## src/rtl/dma_xfer_pkg.sv

```systemverilog
package dma_xfer_pkg;

   typedef enum logic [1:0] {
      ST_IDLE  = 2'd0,
      ST_READ  = 2'd1,
      ST_WRITE = 2'd2
   } dma_state_e;

   localparam int unsigned DATA_W = 32;

   // size code 3 is treated as a 32-bit element
   function automatic logic [1:0] eff_size(input logic [1:0] code);
      return (code == 2'd3) ? 2'd2 : code;
   endfunction

   function automatic logic [2:0] size_bytes(input logic [1:0] code);
      return 3'd1 << eff_size(code);
   endfunction

   function automatic logic [DATA_W-1:0] size_mask(input logic [1:0] code);
      logic [DATA_W-1:0] m;
      case (eff_size(code))
         2'd0:    m = {{(DATA_W-8){1'b0}}, 8'hFF};
         2'd1:    m = {{(DATA_W-16){1'b0}}, 16'hFFFF};
         default: m = {DATA_W{1'b1}};
      endcase
      return m;
   endfunction

endpackage

```

## src/rtl/dma_addr_gen.sv

```systemverilog
module dma_addr_gen
   import dma_xfer_pkg::*;
#(
   parameter int unsigned AW = 32
) (
   input  logic          clk,
   input  logic          rst_n,
   input  logic          load,
   input  logic [AW-1:0] base_in,
   input  logic          step,
   input  logic          reload,
   input  logic          inc_en,
   input  logic [1:0]    size,
   output logic [AW-1:0] cur
);

   logic [AW-1:0] base_q;
   logic [AW-1:0] cur_q;
   logic [AW-1:0] stride;

   assign stride = AW'(size_bytes(size));

   always_ff @(posedge clk or negedge rst_n) begin
      if (!rst_n) begin
         base_q <= '0;
         cur_q  <= '0;
      end else if (load) begin
         base_q <= base_in;
         cur_q  <= base_in;
      end else if (reload) begin
         cur_q  <= base_q;
      end else if (step && inc_en) begin
         cur_q  <= cur_q + stride;
      end
   end

   assign cur = cur_q;

endmodule

```

## src/rtl/dma_blk_ctr.sv

```systemverilog
module dma_blk_ctr #(
   parameter int unsigned CW = 8
) (
   input  logic          clk,
   input  logic          rst_n,
   input  logic          load,
   input  logic [CW-1:0] load_val,
   input  logic          dec,
   output logic          last
);

   logic [CW-1:0] rem_q;

   always_ff @(posedge clk or negedge rst_n) begin
      if (!rst_n) begin
         rem_q <= '0;
      end else if (load) begin
         rem_q <= load_val;
      end else if (dec && !last) begin
         rem_q <= rem_q - CW'(1);
      end
   end

   assign last = (rem_q == CW'(1));

endmodule

```

## src/rtl/dma_ctl_fsm.sv

```systemverilog
module dma_ctl_fsm
   import dma_xfer_pkg::*;
(
   input  logic       clk,
   input  logic       rst_n,
   input  logic       accept,
   input  logic       ack,
   input  logic       last,
   output dma_state_e state,
   output logic       done
);

   dma_state_e state_q, state_d;
   logic       done_q;

   always_comb begin
      state_d = state_q;
      case (state_q)
         ST_IDLE:  if (accept) state_d = ST_READ;
         ST_READ:  if (ack)    state_d = ST_WRITE;
         ST_WRITE: if (ack)    state_d = last ? ST_IDLE : ST_READ;
         default:              state_d = ST_IDLE;
      endcase
   end

   always_ff @(posedge clk or negedge rst_n) begin
      if (!rst_n) begin
         state_q <= ST_IDLE;
         done_q  <= 1'b0;
      end else begin
         state_q <= state_d;
         done_q  <= (state_q == ST_WRITE) && ack && last;
      end
   end

   assign state = state_q;
   assign done  = done_q;

endmodule

```

## src/rtl/dma_xfer_engine.sv

```systemverilog
module dma_xfer_engine
   import dma_xfer_pkg::*;
#(
   parameter int unsigned AW = 32,
   parameter int unsigned CW = 8
) (
   input  logic          clk,
   input  logic          rst_n,
   input  logic          desc_load,
   input  logic [AW-1:0] cfg_src_addr,
   input  logic [AW-1:0] cfg_dst_addr,
   input  logic          cfg_src_inc,
   input  logic          cfg_dst_inc,
   input  logic [1:0]    cfg_size,
   input  logic [CW-1:0] cfg_count,
   input  logic          cfg_single,
   input  logic          cfg_circular,
   input  logic          cfg_irq_en,
   input  logic          sw_start,
   input  logic          hw_req,
   input  logic          chain_req,
   input  logic          irq_clr,
   output logic          mem_req,
   output logic          mem_we,
   output logic [AW-1:0] mem_addr,
   output logic [1:0]    mem_size,
   output logic [31:0]   mem_wdata,
   input  logic          mem_ack,
   input  logic [31:0]   mem_rdata,
   output logic          busy,
   output logic          done,
   output logic          irq
);

   localparam int unsigned NPORT = 2;   // 0 = source, 1 = destination

   if (AW < 8 || AW > 64) begin : g_bad_aw
      $error("dma_xfer_engine: AW must be within 8..64");
   end
   if (CW < 1 || CW > 32) begin : g_bad_cw
      $error("dma_xfer_engine: CW must be within 1..32");
   end

   dma_state_e    state;
   logic          idle;
   logic          accept;
   logic          rd_fire;
   logic          wr_fire;
   logic          last;
   logic          fin;
   logic [CW-1:0] blk_len;

   logic [1:0]    size_q;
   logic          circ_q;
   logic          irq_en_q;
   logic [NPORT-1:0] inc_q;
   logic [31:0]   data_q;
   logic          irq_q;

   logic [AW-1:0] base_arr [NPORT];
   logic [AW-1:0] cur_arr  [NPORT];
   logic [NPORT-1:0] inc_cfg;

   assign idle    = (state == ST_IDLE);
   assign accept  = idle && (sw_start || hw_req || chain_req);
   assign rd_fire = (state == ST_READ)  && mem_ack;
   assign wr_fire = (state == ST_WRITE) && mem_ack;
   assign fin     = wr_fire && last;
   assign blk_len = (cfg_single || cfg_count == '0) ? CW'(1) : cfg_count;

   assign base_arr[0] = cfg_src_addr;
   assign base_arr[1] = cfg_dst_addr;
   assign inc_cfg     = {cfg_dst_inc, cfg_src_inc};

   // per-transfer options, captured when a start is taken
   always_ff @(posedge clk or negedge rst_n) begin
      if (!rst_n) begin
         size_q   <= 2'd0;
         circ_q   <= 1'b0;
         irq_en_q <= 1'b0;
         inc_q    <= '0;
      end else if (accept) begin
         size_q   <= eff_size(cfg_size);
         circ_q   <= cfg_circular;
         irq_en_q <= cfg_irq_en;
         inc_q    <= inc_cfg;
      end
   end

   for (genvar p = 0; p < NPORT; p++) begin : g_port
      dma_addr_gen #(.AW(AW)) u_addr (
         .clk     (clk),
         .rst_n   (rst_n),
         .load    (desc_load && idle),
         .base_in (base_arr[p]),
         .step    (wr_fire),
         .reload  (fin && circ_q),
         .inc_en  (inc_q[p]),
         .size    (size_q),
         .cur     (cur_arr[p])
      );
   end

   dma_blk_ctr #(.CW(CW)) u_ctr (
      .clk      (clk),
      .rst_n    (rst_n),
      .load     (accept),
      .load_val (blk_len),
      .dec      (wr_fire),
      .last     (last)
   );

   dma_ctl_fsm u_fsm (
      .clk    (clk),
      .rst_n  (rst_n),
      .accept (accept),
      .ack    (mem_ack),
      .last   (last),
      .state  (state),
      .done   (done)
   );

   always_ff @(posedge clk or negedge rst_n) begin
      if (!rst_n) begin
         data_q <= '0;
      end else if (rd_fire) begin
         data_q <= mem_rdata & size_mask(size_q);
      end
   end

   // completion sets the pending bit ahead of a same-cycle clear
   always_ff @(posedge clk or negedge rst_n) begin
      if (!rst_n) begin
         irq_q <= 1'b0;
      end else if (fin && irq_en_q) begin
         irq_q <= 1'b1;
      end else if (irq_clr) begin
         irq_q <= 1'b0;
      end
   end

   assign mem_req   = !idle;
   assign mem_we    = (state == ST_WRITE);
   assign mem_addr  = mem_we ? cur_arr[1] : cur_arr[0];
   assign mem_size  = size_q;
   assign mem_wdata = data_q;
   assign busy      = !idle;
   assign irq       = irq_q;

endmodule

```

## config.mk

```make
export PLATFORM = sky130hd
export DESIGN_NAME = dma_xfer_engine
export DESIGN_NICKNAME = d
export VERILOG_FILES = /design/src/rtl/dma_xfer_pkg.sv /design/src/rtl/dma_addr_gen.sv /design/src/rtl/dma_blk_ctr.sv /design/src/rtl/dma_ctl_fsm.sv /design/src/rtl/dma_xfer_engine.sv
export SDC_FILE = /design/constraint.sdc
export NUM_CORES = 1
export LEC_CHECK = 0
export BUFFER_PORTS_ARGS = -buffer_cell sky130_fd_sc_hd__clkbuf_2
export CORE_UTILIZATION = 51
export DETAILED_ROUTE_END_ITERATION = 10
export PLACE_DENSITY = 0.87
export SLEW_MARGIN = 40
export SYNTH_ARGS = -nofsm -noshare
export SYNTH_HDL_FRONTEND = slang
export SYNTH_SLANG_ARGS = --single-unit
export TNS_END_PERCENT = 10
```

## constraint.sdc

```tcl
create_clock -name clk -period 3.4 [get_ports clk]
set_clock_uncertainty 0.15 [all_clocks]
set_input_delay 0.85 -clock clk [delete_from_list [all_inputs] [get_ports clk]]
set_output_delay 0.85 -clock clk [all_outputs]
set_load 0.03 [all_outputs]
```

; Word-level counts from Yosys, hierarchy flattened
; Cells that the tools add are included.
[word_totals]
elab_cells = 71
register_bits = 178
out_inout_bits = 71
[classes]
muxes = 21
n_reduce_logical = 23
n_eq_ne = 9
shift = 1
bitwise_logic = 1
n_addsub = 3
[op_table]
columns = operator, n
row1 = $mux 32, 8
row2 = $add 32x3->32, 2
row3 = $pmux 32 s2, 1
row4 = $and 32x32->32, 1
row5 = $mux 8, 3
row6 = $logic_and 1x1->1, 10
row7 = $mux 2, 5
row8 = $eq 8x1->1 const B, 1
row9 = $logic_not 8->1, 1
row10 = $sub 8x1->8 const B, 1
row11 = $eq 2x2->1 const B, 3
row12 = $pmux 2 s3, 1
row13 = $reduce_bool 3->1, 2
row14 = $eq 2x1->1 const B, 2
row15 = $logic_not 2->1, 2
row16 = $ne 2x1->1 const B, 2
row17 = $reduce_bool 2->1, 2
row18 = $logic_or 1x1->1, 3
row19 = $mux 1, 3
row20 = $reduce_and 3->1, 1
row21 = $shl 1x2->3 const A, 1
row22 = $logic_not 1->1, 2
row23 = $ne 2x2->1 const B, 1

; Depth between registers and ports, before layout
[logic_depth]
word_depth = 7
ltp_mapped = 14

; By module
; From an unflattened synthesis, not the netlist that was laid out.
[unflattened]
hier_cells = 1017
hier_area_um2 = 9839.4
[modules_own_cells]
columns = mod, n_inst, seq_area_each_um2, cells_per_inst, area_each_um2
row1 = dma_addr_gen, 2, 1601.5, 372, 3522.1
row2 = dma_xfer_engine, 1, 975.9, 197, 2109.5
row3 = dma_blk_ctr, 1, 200.2, 64, 554.3
row4 = dma_ctl_fsm, 1, 75.1, 12, 131.4

; Least setup slack after synthesis
; No wires, ideal clock.
[synth_timing]
path_type = register to register
start = register size_q[1] (netlist: mem_size[1])
end = register g_port[0].u_addr.cur_q[28]
path_buffers = 2
arrival_time_ns = 3.058
slack_ns = 0.069
setup_ns = 0.124
path_stages_with_launch = 13
path_cell_list = dfrtp_1 buf_6 or2_2 clkbuf_1 inv_1 ha_1 inv_1 fa_1 maj3_2 or3_4 nor4_4 mux2i_1 nor3_2
[synth_between]
elab_chain_len = 7
[synth_lines]
columns = item, line_no
row1 = "start, declared", dma_xfer_engine.sv:53  ; logic [1:0] size_q;
row2 = "start signal, assigned", dma_xfer_engine.sv:83  ; size_q <= eff_size(cfg_size);
row3 = $eq 2x2->1, dma_xfer_pkg.sv:13  ; return (code == 2'd3) ? 2'd2 : code;
row4 = $mux 2 (*), dma_xfer_pkg.sv:13
row5 = $shl 1x2->3 (*), dma_xfer_pkg.sv:17  ; return 3'd1 << eff_size(code);
row6 = $add 32x3->32 (*), dma_addr_gen.sv:33  ; cur_q <= cur_q + stride;
row7 = $mux 32 (*), dma_addr_gen.sv:32  ; end else if (step && inc_en) begin
row8 = $mux 32 (*), dma_addr_gen.sv:30  ; end else if (reload) begin
row9 = $mux 32 (*), dma_addr_gen.sv:27  ; end else if (load) begin
row10 = "end signal, assigned", dma_addr_gen.sv:29  ; cur_q <= base_in;
row11 = "end signal, assigned", dma_addr_gen.sv:31  ; cur_q <= base_q;
row12 = "end signal, assigned", dma_addr_gen.sv:33
row13 = "end, declared", dma_addr_gen.sv:18  ; logic [AW-1:0] cur_q;
; Every way passes the cells marked *; elsewhere a longest branch is shown, timed or not. The select of a mux whose other input is x is not followed.
; A chain may end at the register's enable or synchronous reset.

; Final worst setup path
[layout_timing]
start = register size_q[0] (netlist: mem_size[0])
end = register g_port[0].u_addr.cur_q[22]
; Same word-level chain as after synthesis.

==> out/qor.csv <==
metric,value,unit
status,"finished, final reports clean",
cts_sinks,178,
post-route-min-period,3.21,ns
async_flop_share,100,%
ant_nets,0,
drive_gt1_share,24.4,%
setup_viol,0,
antenna_found_initial,0,
synthCells,1131,
grt_pass1_vias,9315,
fin_nets,1421,
grt_setup_unrepaired,no,
crit_type,reg -> reg,
relSlewSlack,51.2,%
ys_seq_area_share,45.2,%
r2r-end,g_port[0].u_addr.cur[22],
yosysTopAreaCell,dfrtp_1,
crit_top_cell,inv_1,
syn-cell-area,0.00984,mm2
ys_seq_elements,178,
final-hold-violation-count,0,
reg2regPathDepth,10,
num_antenna_cells,0,
multiInputGateArea,0.00492,mm2
final_util,61.6,%
p_sw_share,46.8,%
drc,0,
post-route-period-util,94.3,%
grt_max_degree,61,
leakage,0.00562,uW
vias,9587,
dp_hpwl,21.5,mm
dr.pass1.iters,5,
power_switching,5080,uW
regArea,0.00445,mm2
cpMaxStageDelayCell,fa_1,
yosysWarnings,0,
grt_overflow,0,
insertion_delay,0.45,ns
fp.dieH,141,um
synthTopCellsByArea,"dfrtp_1, nand2_1, mux2_2",
worstPathRequired,3.58,ns
synth-main-ff-cell,dfrtp_1,
cts.path.max_buffers,2,
nFillCells,1619,
clk_pin_slew,0.07,ns
synth_top_cell_area_share,45.2,%
drtIter0Drc,1004,
syn_nets,1258,
cp_cell_sequence,or2_2 > inv_1 > ha_1 > inv_1 > fa_1 > maj3_2 > or3_4 > nor2_1 > a2111oi_0 > a211oi_1,
numCtsBuffers,17,
p_clk_share,17.8,%
tightest_slew,0.726,ns
die_w,141,um
htreeDepth,4,
final_max_slew_viol_count,0,
min_path_type,in -> async,
dieArea,0.0199,mm2
io_pins,190,
cp_max_fo,9,
post_cts_buffers,0,
synth_edf_count,0,
power_frac_comb,45.0,%
reg2reg_from,mem_size[0],
wl_per_cell,19.4,um
gp_congestion,0.952,
pwr-share-seq,37.2,%
p_int,5780,uW
cts_tree,built,
routed_wirelength,30.4,mm
core-area,0.0188,mm2
cp-start-kind,flop,
final_cell_mix,"nand2_1, clkbuf_2, dfrtp_1",
synth_cell_types,79,
power_density,936,mW/mm2
root_buffer,clkbuf_16,
cts-hold-fix-buffers,0,
final.setup.tns,0,ns
holdWs,0.237,ns
syn2layout_area_growth,17.7,%
r2r_slack,0.19,ns
grt_use_total,31.6,%
max_freq,0.312,GHz
drv_cap,0,
mostFrequentLayoutCell,nand2_1,
synth.avg_cell_area,8.70,um2
numPortBuffers,189,
arrival,3.39,ns
vias_per_cell,6.12,
max_stage_delay,0.43,ns
end_kind,flop,
ir_drop,0.566,mV
initial_utilization,52.3,%
grt_first_pass_wirelength,48.4,mm
num_rows,50,
[through the flow]
step	area, um2	setup WS [ns]	power, uW	std cells
floorplan	9840	0.0688	7300	1131
global placement	11000	0.334	8650	1535
detailed placement	11000	0.239	8830	1535
CTS	11600	0.220	10800	1567
global route	11600	0.0434	11500	1567
finish	11600	0.192	10900	1567
[power groups by stage]
stage | logic, uW | registers, uW | clock network [uW]
after floorplan | 3260 | 4030 | 0
after detailed placement | 4820 | 4020 | 0
after global routing | 5330 | 4140 | 2020
after CTS | 4850 | 4010 | 1930
after global placement | 4680 | 3970 | 0
final | 4880 | 4040 | 1930
[synthesized netlist by cell type, drive strengths merged, types with 4 or more instances]
| master | number |
|---|---|
| a211o | 4 |
| a211oi | 6 |
| a21boi | 6 |
| a21oi | 53 |
| a221o | 12 |
| a22oi | 4 |
| a311oi | 4 |
| a31oi | 19 |
| and2 | 9 |
| and3 | 21 |
| and4 | 5 |
| buf | 51 |
| clkbuf | 26 |
| dfrtp | 178 |
| ha | 6 |
| inv | 25 |
| mux2 | 39 |
| mux2i | 7 |
| nand2 | 311 |
| nand3 | 42 |
| nand3b | 7 |
| nand4 | 21 |
| nor2 | 51 |
| nor3 | 15 |
| nor4 | 8 |
| o211ai | 14 |
| o21a | 4 |
| o21ai | 84 |
| o221ai | 10 |
| o22a | 4 |
| o22ai | 15 |
| o311ai | 4 |
| xnor2 | 10 |
| xor2 | 13 |
[sequential cells by signal, summed over array words and instances (netlist names), 2 cells and up]
register,cells
u_fsm.state,2
mem_wdata,32
u_ctr.rem_q,8
g_port.u_addr.base_q,64
inc_q,2
mem_size,2
g_port.u_addr.cur,64
[cell families (layout without fill, tap and decap cells)]
| logic type | Yosys count | after routing | synth area share, % |
|---|---|---|---|
| fa+ha+maj | 11 | 11 | 1.49 |
| buf+inv | 102 | 278 | 5.05 |
| flops | 178 | 178 | 45.2 |
| simple gates | 503 | 503 | 23.3 |
| xor+xnor | 23 | 23 | 2.05 |
| mux | 46 | 46 | 5.21 |
| compound gates | 268 | 268 | 17.6 |
[routing by layer]
| metal | vias to the layer above | global-route usage (%) | wire [um] |
|---|---|---|---|
| met1 | 4591 | 40.9 | 12000 |
| li1 | 4311 | - | - |
| met4 | 0 | 14.8 | 1120 |
| met5 | - | 0 | 0 |
| met2 | 594 | 50.0 | 14200 |
| met3 | 91 | 7.74 | 3140 |
[cell type report]
class / instances / area share (%)
multi-input combinational: 851 / 42.4
sequential: 178 / 38.4
timing repair buffer: 221 / 10.6
clock buffer: 17 / 3.67
tap: 260 / 2.81
clock inverter: 15 / 1.23
inverter: 25 / 0.831
[critical path: cells and delay by family, from the launching register on]
family                   cells  cell delay (ns)
adder cells (fa/ha/maj)      3             0.96
AND/OR/NAND/NOR              3             0.95
AO/OA/AOI/OAI                2             0.44
flip-flops                   1             0.42
buffers and inverters        2             0.17
[worst max path at each step]
stage	start	to	cells after the start	slack, ns
detailed placement	mem_size[0]	g_port[0].u_addr.cur[30]	11	0.24
global route	mem_size[0]	g_port[0].u_addr.cur[22]	10	0.04
CTS	mem_size[0]	g_port[0].u_addr.cur[30]	11	0.22
floorplan	mem_size[1]	g_port[0].u_addr.cur[28]	12	0.07
global placement	mem_size[0]	g_port[0].u_addr.cur[28]	10	0.33
finish	mem_size[0]	g_port[0].u_addr.cur[22]	10	0.19
[timing repair]
action	4_1_cts	5_1_grt
hold endpoints to repair	0	0
endpoints found under the setup margin	0	1
resized for setup	0	1
Power figures use the tool's default switching activity.
